## src/rtl/bitrot_unit.sv

```systemverilog
module bitrot_unit #(
  parameter int DATA_W = 8,
  localparam int IDX_W = $clog2(DATA_W),
  localparam int HALF  = DATA_W / 2
) (
  input  logic [3:0]        op_i,
  input  logic [DATA_W-1:0] opnd_i,
  input  logic [IDX_W-1:0]  bit_sel_i,
  input  logic              z_i,
  input  logic              n_i,
  input  logic              h_i,
  input  logic              c_i,
  output logic [DATA_W-1:0] res_o,
  output logic              wr_en_o,
  output logic              z_o,
  output logic              n_o,
  output logic              h_o,
  output logic              c_o
);

  localparam logic [3:0] OP_ACC_RLC = 4'd0, OP_ACC_RRC = 4'd1,
                         OP_ACC_RL  = 4'd2, OP_ACC_RR  = 4'd3,
                         OP_RLC     = 4'd4, OP_RRC     = 4'd5,
                         OP_RL      = 4'd6, OP_RR      = 4'd7,
                         OP_SHL     = 4'd8, OP_SAR     = 4'd9,
                         OP_SHR     = 4'd10, OP_SWAP   = 4'd11,
                         OP_TEST    = 4'd12, OP_CLR    = 4'd13,
                         OP_SET     = 4'd14;

  localparam int MSB = DATA_W - 1;

  logic [DATA_W-1:0] sel_mask;
  logic              acc_grp, gen_grp;

  assign sel_mask = {{(DATA_W-1){1'b0}}, 1'b1} << bit_sel_i;
  assign acc_grp  = (op_i <= OP_ACC_RR);
  assign gen_grp  = (op_i >= OP_RLC) && (op_i <= OP_SWAP);

  always_comb begin
    res_o   = opnd_i;
    c_o     = c_i;
    wr_en_o = 1'b1;
    case (op_i)
      OP_ACC_RLC, OP_RLC: begin
        res_o = {opnd_i[MSB-1:0], opnd_i[MSB]};
        c_o   = opnd_i[MSB];
      end
      OP_ACC_RRC, OP_RRC: begin
        res_o = {opnd_i[0], opnd_i[MSB:1]};
        c_o   = opnd_i[0];
      end
      OP_ACC_RL, OP_RL: begin
        res_o = {opnd_i[MSB-1:0], c_i};
        c_o   = opnd_i[MSB];
      end
      OP_ACC_RR, OP_RR: begin
        res_o = {c_i, opnd_i[MSB:1]};
        c_o   = opnd_i[0];
      end
      OP_SHL: begin
        res_o = {opnd_i[MSB-1:0], 1'b0};
        c_o   = opnd_i[MSB];
      end
      OP_SAR: begin
        res_o = {opnd_i[MSB], opnd_i[MSB:1]};
        c_o   = opnd_i[0];
      end
      OP_SHR: begin
        res_o = {1'b0, opnd_i[MSB:1]};
        c_o   = opnd_i[0];
      end
      OP_SWAP: begin
        res_o = {opnd_i[HALF-1:0], opnd_i[DATA_W-1:HALF]};
        c_o   = 1'b0;
      end
      OP_TEST: wr_en_o = 1'b0;
      OP_CLR:  res_o = opnd_i & ~sel_mask;
      OP_SET:  res_o = opnd_i | sel_mask;
      default: wr_en_o = 1'b0;
    endcase
  end

  always_comb begin
    z_o = z_i;
    n_o = n_i;
    h_o = h_i;
    if (acc_grp) begin
      z_o = 1'b0;
      n_o = 1'b0;
      h_o = 1'b0;
    end else if (gen_grp) begin
      z_o = (res_o == '0);
      n_o = 1'b0;
      h_o = 1'b0;
    end else if (op_i == OP_TEST) begin
      z_o = ~|(opnd_i & sel_mask);
      n_o = 1'b0;
      h_o = 1'b1;
    end
  end

endmodule

```

## config.mk

```make
export PLATFORM = sky130hd
export DESIGN_NAME = bitrot_unit
export DESIGN_NICKNAME = d
export VERILOG_FILES = /design/src/rtl/bitrot_unit.sv
export SDC_FILE = /design/constraint.sdc
export NUM_CORES = 1
export LEC_CHECK = 0
export CORE_MARGIN = 1.5
export CORE_UTILIZATION = 49
export DETAILED_ROUTE_END_ITERATION = 7
export GPL_TIMING_DRIVEN = 0
export PLACE_DENSITY_LB_ADDON = 0.12
export SETUP_SLACK_MARGIN = 0.5
export SLEW_MARGIN = 30
export SYNTH_ARGS = -nofsm -noshare
export SYNTH_HDL_FRONTEND = slang
export SYNTH_SLANG_ARGS = --single-unit
```

## constraint.sdc

```tcl
create_clock -name vclk -period 5.4
set_input_delay 1.08 -clock vclk [all_inputs]
set_output_delay 1.08 -clock vclk [all_outputs]
set_load 0.005 [all_outputs]
```

Word-level counts from Yosys, hierarchy flattened

Index checks and enable logic that the tools add are counted.

Mux-type cells: 12
Shift operators: 1
Reduce and logical (&&, ||, !) cells: 12
Equal/unequal tests: 14
$lt $le $gt $ge: 3
Bitwise gates (word level): 4

Operators by type and width:

| operator                                                                         | number |
|---|---|
| 8-bit one-hot mux with 10 select lines                                           | 1 |
| 4-bit equality test, second input constant                                       | 7 |
| 8-bit AND                                                                        | 2 |
| 4-bit by 3-bit equality test with 1-bit output, second input constant            | 4 |
| 14-bit OR reduction                                                              | 1 |
| 1-bit 2-to-1 mux                                                                 | 10 |
| 4-bit by 2-bit equality test with 1-bit output, second input constant            | 2 |
| 8-bit logical NOT                                                                | 1 |
| 8-bit NOT                                                                        | 1 |
| 8-bit bitwise OR                                                                 | 1 |
| 2-bit OR reduction                                                               | 4 |
| 8-bit OR reduction                                                               | 1 |
| 1-bit by 3-bit left shift with 8-bit output, first input constant                | 1 |
| 6-bit OR reduction                                                               | 1 |
| 5-bit OR reduction                                                               | 1 |
| 4-bit by 1-bit equality test with 1-bit output, second input constant            | 1 |
| 4-bit by 3-bit >= comparator with 1-bit output, second input constant            | 1 |
| 4-bit by 2-bit less-or-equal comparator with 1-bit output, second input constant | 1 |
| 4-bit less-or-equal comparator, second input constant                            | 1 |
| 4-bit logical NOT                                                                | 1 |
| 1-bit one-hot mux with 3 select lines                                            | 1 |
| 1-bit logical AND                                                                | 1 |
| 1-bit logical NOT                                                                | 1 |

Logic and storage cells: 46
Input port bits: 19
Flip-flop bits (word level): 0
Output and inout port bits: 13

Logic depth before layout (Yosys ltp)

Word-level depth: 7
Mapped depth: 9
Gate-level depth less buffers: 9

Least setup slack after synthesis

No wires, ideal clock.

Kind: input port to output port
Start: input op_i[2]
End: output z_o
Arrival: 3.148 ns
Data required time: 4.320 ns
Path slack: 1.172 ns
Stages: 8
Path buffers: 0
Cell sequence: inv_1 ha_1 or2_1 a22o_2 a221o_1 a21o_1 or4_1 o31ai_1

Longest elaborated chain between the ends: 6
Elaborated cells on any way between the ends: 28
Classes of those cells: order compare: 3; eq/ne: 14; mux: 4; reduce/logical: 7

RTL lines:

| item                                                                   | line | source |
|---|---|---|
| start, declared                                                        | 6    | `input logic [3:0] op_i,` |
| 4-bit by 2-bit equality test with 1-bit output (tied with other cells) | 43   | `case (op_i)` |
| 2-bit OR reduction, on equally long branches                           | --   |  |
| 8-bit one-hot mux with 10 select lines (*)                             | 43   |  |
| net res_o[4]                                                           | 13   | `output logic [DATA_W-1:0] res_o,` |
| 8-bit logical NOT (*)                                                  | 92   | `z_o = (res_o == '0);` |
| 1-bit 2-to-1 mux (*)                                                   | 91   | `end else if (gen_grp) begin` |
| 1-bit 2-to-1 mux (*)                                                   | 87   | `if (acc_grp) begin` |
| end, declared                                                          | 15   | `output logic z_o,` |

The timed path passes the listed nets; every way through them passes the cells marked *.

Final worst setup path

Start: input op_i[0]
End: output z_o

Longest elaborated chain between the ends: 6
Elaborated cells on any way between the ends: 28
Classes of those cells: order compare: 3; eq/ne: 14; mux: 4; reduce/logical: 7

RTL lines:

| item                                                                   | line |
|---|---|
| 4-bit by 2-bit equality test with 1-bit output (tied with other cells) | 43 |
| 2-bit OR reduction, on equally long branches                           | -- |
| 8-bit one-hot mux with 10 select lines                                 | 43 |
| 8-bit logical NOT                                                      | 92 |
| 1-bit 2-to-1 mux                                                       | 91 |
| 1-bit 2-to-1 mux (*)                                                   | 87 |

Every way passes the cells marked *; elsewhere a longest branch is shown, timed or not.

==> run_results.csv <==
group,metric,value,unit
outcome,outcome,"complete, no violations",
global_routing,grt_pass1_vias,895,
final_layout,num_antenna_cells,0,
timing,whs,2.87,ns
placement,place_congestion,0.936,
power,vdd_drop_max,0.0624,mV
critical_path,crit_slowest_cell,"or4_1",
drt,post_drt_wl_per_cell,16.8,um
timing,setup_viol,0,
timing,max_freq,0.213,GHz
critical_path,path_cells,"clkdlybuf4s50_1 -> buf_6 -> and3_1 -> clkbuf_2 -> a22o_1 -> a221o_1 -> a21o_1 -> or4_1 -> o31ai_2 -> buf_2",
critical_path,worstPathRequired,4.32,ns
timing,rsz0062_at_grt,"false",
flow_run,max_cap_viol_count,0,
global_routing,grt_first_pass_wirelength,4210,um
placement,post-place-cells,153,
placement,post-dp-hpwl,1840,um
critical_path,worst-path-buf-inv,4,
drt,drc_errors,0,
final_layout,layout-area-overhead-vs-synth,48.4,%
floorplanning,die_area,1770,sq um
global_routing,grt_start_max_net_pins,11,
drt,first_pass_iters,5,
synthesis,yosysSeqAreaShare,0,%
critical_path,max_stage_delay,0.52,ns
final_layout,seq_cell_count,0,
critical_path,path_class,"in2out",
drt,drtIter0Drc,55,
timing,hold_viol,0,
timing,setup_tns,0,ns
global_routing,gr-usage-all-layers,28.9,%
final_layout,final_nets,163,
worst_hold_path,holdCritPathClass,"in2out",
power,powerDensity,103,nW/um^2
global_routing,overflow,0,
final_layout,final_cells,153,
floorplanning,num_rows,13,
final_layout,layout-drive-gt1-share,12.3,%
critical_path,crit_arrival,3.62,ns
synthesis,syn_area,749,sq um
final_layout,seq_area,0,sq um
synthesis,synth_warnings,0,
clocking,post_cts_buffers,0,
critical_path,crit_path_start_kind,"input port",
placement,port_buffers,29,
critical_path,cp_max_fo,10,
drt,num_vias,1006,
synthesis,synth_nets,132,
timing,fin_ws,0.705,ns
synthesis,postSynthAreaPerCell,6.88,sq um
final_layout,fillers,101,
synthesis,synth_cell_types,44,
global_routing,antenna_found_initial,0,
drt,detail-route-antenna-nets,0,
timing,maxSlewViolCount,0,
synthesis,syn_inst,109,
placement,dp_slack,0.00663,ns
timing,fin_crit,4.70,ns
final_layout,nClkBuffers,0,
timing,relSlewSlack,71.3,%
floorplanning,ioPinCount,32,
drt,routed_wl,2580,um
floorplanning,core,1370,sq um
critical_path,cpLargestDelayFamily,"buffers and inverters",
drt,viasPerCell,6.58,
power,p_leak,0.440,nW
floorplanning,initial_core_util,54.9,%
floorplanning,die_h,42.1,um
critical_path,worst_setup_path_end_kind,"primary output",
timing,tightest_slew,0.431,ns
floorplanning,die_w,42.1,um
timing,post-route-period-util,87.0,%
## cells by family (layout without fill, tap and decap cells)
kind of cell | count (synthesis) | in the layout | share of synthesized area [%]
simple gates | 51 | 51 | 37.4
compound gates | 31 | 31 | 30.4
buf+inv | 12 | 41 | 7.68
mux | 9 | 9 | 15.5
fa+ha+maj | 4 | 4 | 6.68
xor+xnor | 2 | 2 | 2.34
## cells in the mapped netlist, types with 3 or more instances
library cell,instances,area (sq um)
nand2_1,8,30.0
clkbuf_1,4,15.0
nand3b_1,3,22.5
inv_1,4,15.0
mux2i_1,6,60.1
nand3_1,4,20.0
nor2_1,9,33.8
o21ai_0,6,30.0
nor3b_1,3,22.5
ha_1,4,50.1
nand2b_1,4,25.0
nor2b_1,3,18.8
a222oi_1,5,50.1
nor3_1,6,30.0
a21oi_1,5,25.0
## report_power, final
group	total, mW	leakage (nW)	internal, mW	switching, mW
sequential	0	0	0	0
combinational	0.114	0.440	0.0615	0.0529
clock	0	0	0	0
total	0.114	0.440	0.0615	0.0529
## path summary, 6_finish.rpt
path / slack, ns / from / endpoint / cells after the start
setup / recovery: 0.70 / op_i[0] / z_o / 10
hold / removal: 2.87 / op_i[2] / z_o / 6
## cell usage in the layout, fill, tap and decap left out, types with 2 or more instances in the layout
cell type / instances
nand3b_1: 3
and3b_1: 2
a21o_1: 2
nand2b_1: 4
inv_1: 3
mux4_2: 2
mux2i_1: 6
nand2_1: 8
nand3_1: 4
a222oi_1: 5
clkdlybuf4s50_1: 26
clkbuf_1: 4
o21ai_0: 6
nor2b_1: 3
nor3b_1: 3
a21oi_1: 4
nor3_1: 6
or3_1: 2
inv_2: 2
and2_1: 2
a31oi_1: 2
dlymetal6s2s_1: 2
ha_4: 2
nor2_1: 9
## per-layer routing
layer	vias up	share of wire (%)	GRT usage, %	wire length (um)
li1	480	-	-	-
met1	450	42	41.9	1090
met2	69	46	47.5	1200
met3	7	9.7	1.72	250
met4	0	1.5	4.38	38
met5	-	0	0	0
## metrics by stage
stage / power [mW] / area (sq um) / utilization, %
finish: 0.114 / 1110 / 81.4
global route: 0.124 / 1110 / 81.4
CTS: 0.108 / 1070 / 78.2
detailed placement: 0.106 / 1060 / 77.5
global placement: 0.105 / 1060 / 77.5
floorplan: 0.0560 / 749 / -
## final cells by class
cell class	instances	area [sq um]	share of cell area, %
plain buffers	7	38.8	3.49
inverters	5	18.8	1.69
multi-input cells	97	746	67.0
well taps	15	18.8	1.69
repair buffers	29	290	26.1
## what timing repair did
action,CTS,global route
endpoints found under the setup margin,1,1
hold buffers,0,0
pin swaps,1,0
resized for setup,8,9
(Power assumes the default switching activity.)
